### src/rtl/synth_prog_pkg.sv
// Package: shared widths, word layout and register-set types for the
// synthesizer programming port. Assumes a 19-bit word with the flag at bit 0.
package synth_prog_pkg;
    localparam int WORD_W  = 19;
    localparam int REF_W   = 14;
    localparam int SWAL_W  = 7;
    localparam int CNT_W   = 11;
    localparam int REF_MIN = 3;
    localparam int CNT_MIN = 3;

    // Derived field positions inside the shifted word
    localparam int FLAG_BIT = 0;
    localparam int REF_LO   = 1;
    localparam int REF_HI   = REF_LO + REF_W - 1;
    localparam int PRE_BIT  = REF_HI + 1;
    localparam int PHS_BIT  = PRE_BIT + 1;
    localparam int MON_BIT  = PHS_BIT + 1;
    localparam int CP_BIT   = MON_BIT + 1;
    localparam int SWAL_LO  = 1;
    localparam int SWAL_HI  = SWAL_LO + SWAL_W - 1;
    localparam int CNT_LO   = SWAL_HI + 1;
    localparam int CNT_HI   = CNT_LO + CNT_W - 1;

    typedef struct packed {
        logic [REF_W-1:0] ratio;
        logic             presc;
        logic             phase;
        logic             mon;
        logic             cp;
    } ref_set_t;

    typedef struct packed {
        logic [SWAL_W-1:0] swal;
        logic [CNT_W-1:0]  cnt;
    } div_set_t;
endpackage

### src/rtl/in_sync.sv
// Module: multi-stage synchroniser for a bundle of asynchronous inputs.
// Assumes the bundle is sampled together, so all bits share one latency.
module in_sync #(
    parameter int WIDTH  = 3,
    parameter int STAGES = 2
) (
    input  logic             clk,
    input  logic             rst_n,
    input  logic [WIDTH-1:0] d,
    output logic [WIDTH-1:0] q
);
    logic [WIDTH-1:0] stg [STAGES];

    for (genvar i = 0; i < STAGES; i++) begin : g_stage
        if (i == 0) begin : g_first
            // First stage: sample the raw inputs
            always_ff @(posedge clk) begin
                if (!rst_n) stg[i] <= '0;
                else        stg[i] <= d;
            end
        end else begin : g_next
            // Later stages: pass along the chain
            always_ff @(posedge clk) begin
                if (!rst_n) stg[i] <= '0;
                else        stg[i] <= stg[i-1];
            end
        end
    end

    assign q = stg[STAGES-1];
endmodule

### src/rtl/ser_shift.sv
// Module: serial shift register with bit-clock and strobe edge detection.
// Assumes synchronised inputs; shifts on every bit-clock rise regardless of strobe.
module ser_shift
    import synth_prog_pkg::*;
(
    input  logic              clk,
    input  logic              rst_n,
    input  logic              sclk_s,
    input  logic              sdata_s,
    input  logic              sle_s,
    output logic [WORD_W-1:0] word,
    output logic              load_pulse
);
    logic sclk_d;
    logic sle_d;

    // Track previous levels and shift one bit in on each bit-clock rise
    always_ff @(posedge clk) begin
        if (!rst_n) begin
            sclk_d <= 1'b0;
            sle_d  <= 1'b0;
            word   <= '0;
        end else begin
            sclk_d <= sclk_s;
            sle_d  <= sle_s;
            if (sclk_s && !sclk_d)
                word <= {word[WORD_W-2:0], sdata_s};
        end
    end

    // One-cycle pulse on the strobe's rising edge
    assign load_pulse = sle_s && !sle_d;
endmodule

### src/rtl/cfg_latch.sv
// Module: range-checked holding registers for the reference and divider sets.
// Assumes load is a single-cycle pulse; a rejected word leaves its set intact.
module cfg_latch
    import synth_prog_pkg::*;
(
    input  logic              clk,
    input  logic              rst_n,
    input  logic              load,
    input  logic [WORD_W-1:0] word,
    output ref_set_t          ref_q,
    output div_set_t          div_q
);
    ref_set_t ref_new;
    div_set_t div_new;
    logic     ref_ok;
    logic     div_ok;

    // Decode both candidate sets from the word and check their ranges
    always_comb begin
        ref_new.ratio = word[REF_HI:REF_LO];
        ref_new.presc = word[PRE_BIT];
        ref_new.phase = word[PHS_BIT];
        ref_new.mon   = word[MON_BIT];
        ref_new.cp    = word[CP_BIT];
        div_new.swal  = word[SWAL_HI:SWAL_LO];
        div_new.cnt   = word[CNT_HI:CNT_LO];
        ref_ok = (ref_new.ratio >= REF_W'(REF_MIN));
        div_ok = (div_new.cnt   >= CNT_W'(CNT_MIN));
    end

    // Reference set: reset default, else load on a flagged, legal word
    always_ff @(posedge clk) begin
        if (!rst_n) begin
            ref_q       <= '0;
            ref_q.ratio <= REF_W'(REF_MIN);
        end else if (load && word[FLAG_BIT] && ref_ok) begin
            ref_q <= ref_new;
        end
    end

    // Divider set: reset default, else load on an unflagged, legal word
    always_ff @(posedge clk) begin
        if (!rst_n) begin
            div_q     <= '0;
            div_q.cnt <= CNT_W'(CNT_MIN);
        end else if (load && !word[FLAG_BIT] && div_ok) begin
            div_q <= div_new;
        end
    end
endmodule

### src/rtl/synth_prog_port.sv
// Module: top of the synthesizer programming port. Synchronises the three
// serial lines, shifts the word and routes it to one of two register sets.
// Assumes the serial lines are slow relative to clk (several clk per phase).
module synth_prog_port
    import synth_prog_pkg::*;
#(
    parameter int SYNC_STAGES = 2
) (
    input  logic              clk,
    input  logic              rst_n,
    input  logic              ser_clk,
    input  logic              ser_data,
    input  logic              ser_le,
    output logic [REF_W-1:0]  ref_ratio,
    output logic              presc_sel,
    output logic              phase_inv,
    output logic              mon_sel,
    output logic              cp_hi,
    output logic [SWAL_W-1:0] swal_val,
    output logic [CNT_W-1:0]  cnt_val
);
    logic [2:0]        lines_s;
    logic [WORD_W-1:0] shift_word;
    logic              load_pulse;
    ref_set_t          ref_q;
    div_set_t          div_q;

    in_sync #(.WIDTH(3), .STAGES(SYNC_STAGES)) u_sync (
        .clk   (clk),
        .rst_n (rst_n),
        .d     ({ser_le, ser_data, ser_clk}),
        .q     (lines_s)
    );

    ser_shift u_shift (
        .clk        (clk),
        .rst_n      (rst_n),
        .sclk_s     (lines_s[0]),
        .sdata_s    (lines_s[1]),
        .sle_s      (lines_s[2]),
        .word       (shift_word),
        .load_pulse (load_pulse)
    );

    cfg_latch u_latch (
        .clk   (clk),
        .rst_n (rst_n),
        .load  (load_pulse),
        .word  (shift_word),
        .ref_q (ref_q),
        .div_q (div_q)
    );

    // Drive the flat output fields from the held sets
    always_comb begin
        ref_ratio = ref_q.ratio;
        presc_sel = ref_q.presc;
        phase_inv = ref_q.phase;
        mon_sel   = ref_q.mon;
        cp_hi     = ref_q.cp;
        swal_val  = div_q.swal;
        cnt_val   = div_q.cnt;
    end
endmodule

### config.mk
export PLATFORM = sky130hd
export DESIGN_NAME = synth_prog_port
export DESIGN_NICKNAME = d
export VERILOG_FILES = /design/src/rtl/synth_prog_pkg.sv /design/src/rtl/in_sync.sv /design/src/rtl/ser_shift.sv /design/src/rtl/cfg_latch.sv /design/src/rtl/synth_prog_port.sv
export SDC_FILE = /design/constraint.sdc
export NUM_CORES = 1
export LEC_CHECK = 0
export BUFFER_PORTS_ARGS = -buffer_cell sky130_fd_sc_hd__buf_4
export CAP_MARGIN = 15
export CELL_PAD_IN_SITES_DETAIL_PLACEMENT = 2
export CELL_PAD_IN_SITES_GLOBAL_PLACEMENT = 2
export CORE_MARGIN = 1
export CORE_UTILIZATION = 33
export DETAILED_ROUTE_END_ITERATION = 7
export PLACE_DENSITY_LB_ADDON = 0.1
export SYNTH_ARGS = -nofsm -noshare
export SYNTH_HDL_FRONTEND = slang
export SYNTH_SLANG_ARGS = --single-unit
### constraint.sdc
create_clock -name clk -period 2.2 [get_ports clk]
set_clock_uncertainty 0.15 [all_clocks]
set_input_delay 0.11 -clock clk [delete_from_list [all_inputs] [get_ports clk]]
set_output_delay 0.11 -clock clk [all_outputs]
set_load 0.02 [all_outputs]
==> impl_results.md <==
* CP top delay family: simple AND/OR/NAND/NOR gates
* H-tree levels at 3
* DP Cell Count at 393
* Vias in the first global route at around 2,000
* CP endpoint kind: flop
* Fillcell total at 790
* Max Transition Viols Final at 0
* Worst reg2reg path depth at 5
* Hold path cells at 3
* Grt total ovfl at 0
* Worst EP arrival at approximately 2.0 ns
* Placer Congestion at between 0.7 and 0.8
* Dpl ws at around 0.28 ns
* Crit path launch: u_shift.word[15]
* Drt wl/cell at ~15 um
* Yosys warning count at 0
* N_diodes at 0
* Most common cell after layout, fill and taps aside: nand2_1
* Clk Latency, worst-skew pair at 0.34 ns
* CTS Sinks at 63
* Leak pwr at ~1.2 nW
* Pwr Density at 695.3 nW/um2
* Dpl hpwl at between 4000 and 5000 um
* Syn nets at between 200 and 300
* Detailed Route Iter0 Violations at roughly 70
* Slew margin rel. at roughly three fifths
* Pre-Repair DR Iteration Count at 4
* Max-cap violation count at 0
* Post-synthesis cell type count at 24
* Area of the multi-input gates at roughly 1000 um2
* IO Count at between 40 and 50
* Hold_sp: rst_n
* Largest net degree at the start of global routing at 65
* Area after DPL at 2806 um2
* Synthesized flop and latch total at 63
* CP max-delay cell: nor4_1
* Reg clk slew, reported paths at approximately 0.070 ns
* Min-Delay Path Class: input pin to flop
* Most frequent cells in the layout: nand2_1 (90), dfxtp_1 (63), buf_4 (48)
* Finished Core Util at 43.44%
* Startpoint Class: flop
* Post-route clock period utilization at a little under nine tenths
* CTS Buffer Depth at 2
* CP cell instances: nor4_1 -> a41oi_2 -> buf_4 -> nand3_1 -> o21ai_0
* DRT antenna net count at 0
* Final min period at ~1.9 ns
* Critical path type: flop to flop
* Worst Path Buf+Inv at 1
* Fraction of layout instances using a drive strength above 1 at 20.38%
* Initial Utilization at around a third
* Die Footprint at ~7600 um2
* Hold WS at ~0.14 ns
* Die width at roughly 87 um
* Postcts setup bufs at 0
* Setup TNS at 0 ns
* Post-route setup slack at 0.3247 ns
* Outcome: finished clean
* Routed Wire Length at approximately 6300 um
* Mapped Cells at approximately 270
* Synthesized area at about 2400 um2
* Stages on worst setup path at 5
* Worst-Margin Slew at between 0.5 and 0.6 ns
* Chip height at 87.19 um
* Req. time, crit path at between 2 and 2.5 ns
* Syn_area_per_cell at 9.003 um2
* First-pass GRT wire length at between 10,000 and 15,000 um
* Cell Count, Final, Fillers Out at just over 400
* FMAX at between 500 and 600 MHz
* Final setup vio count at 0
* Syn-to-layout area delta at 25.29%
* CTS buffer count at 9
* Vias at about 2,000
* Slowest stage delay, CP at 0.44 ns
* Initial antenna violation count at 0
* DRC at 0
* Origin of the critical flop-to-flop path: u_shift.word[15]
* Hold buffer count at CTS at 3
* Post-CTS sizing at 0
* Layout Nets at roughly 320
* # rows at 30
* CORE AREA at slightly below 7000 um2
* Seq/Total Area, Yosys at 52.66%
* Unrepaired setup endpoints after global routing: false
* Worst-case vdd ir drop at approximately 0.34 mV
* I/O Buffers at 40
* Storage element area at 1261 um2
* Total track usage at between 15 and 20%
* Total power at 2.086 mW
* DR vias/cell at 4.761
* Final instance area at roughly 3000 um2
* Critical-path maximum fanout at 19
* Final hold vios at 0
* Root Driver: clkbuf_8
* TritonCTS clock tree: done
state kept, by name, summed over array words and instances (netlist names):
signal and cells:
u_latch.ref_q 18, u_sync.stg 6, u_latch.div_q 18, u_shift.sclk_d 1
u_shift.sle_d 1, u_shift.word 19
layout make-up:
| class | count | share of cell area [%] |
|---|---|---|
| clock inverters | 1 | 0.1668 |
| clock buffers | 13 | 5.296 |
| repair buffers | 52 | 13.68 |
| multi-input cells | 185 | 34.82 |
| flip-flops and latches | 63 | 42.04 |
| well taps | 96 | 4.003 |
per-layer routing:
layer	share of wire, %	routed length [um]	GRT usage, %	vias to the layer above
li1	-	-	-	958
met1	48	2969	23.12	949
met2	47	2956	28.42	39
met3	4.1	256	5.498	6
met4	1.1	68	8.048	0
met5	0	0	0	-
worst paths after layout:
check | to | slack [ns]
setup / recovery | u_latch.div_q[4] | 0.32
hold / removal | u_latch.div_q[12] | 0.14
setup reg to reg | u_latch.div_q[4] | 0.32
hold reg to reg | u_sync.stg[1][1] | 0.29
worst min-delay path, stage by stage:
cell     delay [ns]
buf_4          0.28
nand2_1        0.14
o21ai_1        0.05
synth_stat cells:
library cell | count | area share, %
buf_12 | 1 | 0.84
nand2b_1 | 5 | 1.3
a21boi_0 | 23 | 7.2
nor2b_1 | 5 | 1.3
or3b_1 | 1 | 0.37
buf_1 | 1 | 0.16
o21ai_0 | 11 | 2.3
nand3_1 | 12 | 2.5
dfxtp_1 | 63 | 53
a41oi_2 | 1 | 0.68
and3b_1 | 1 | 0.37
clkbuf_2 | 1 | 0.21
nand2_1 | 90 | 14
and2_1 | 8 | 2.1
nor4_1 | 2 | 0.52
mux2i_1 | 20 | 8.4
buf_6 | 2 | 0.94
nor3_2 | 1 | 0.42
nand4_1 | 1 | 0.26
o21ai_1 | 1 | 0.21
nor2_1 | 1 | 0.16
o41ai_2 | 1 | 0.68
nor3b_1 | 1 | 0.31
clkbuf_1 | 13 | 2.0
kinds of logic (layout without fill, tap and decap cells):
family / count (synthesis) / after routing / synth area share [%]
mux: 20 / 20 / 8.359
simple gates: 128 / 128 / 23.72
compound gates: 37 / 37 / 11.08
buf+inv: 18 / 66 / 4.179
flops: 63 / 63 / 52.66
power breakdown:
part	total, mW	switching (mW)	internal, mW
registers	1.15	0.00259	1.15
logic	0.0625	0.0385	0.0240
clock network	0.874	0.417	0.457
total	2.09	0.459	1.63
No activity file was read; power rests on OpenSTA's default activity.
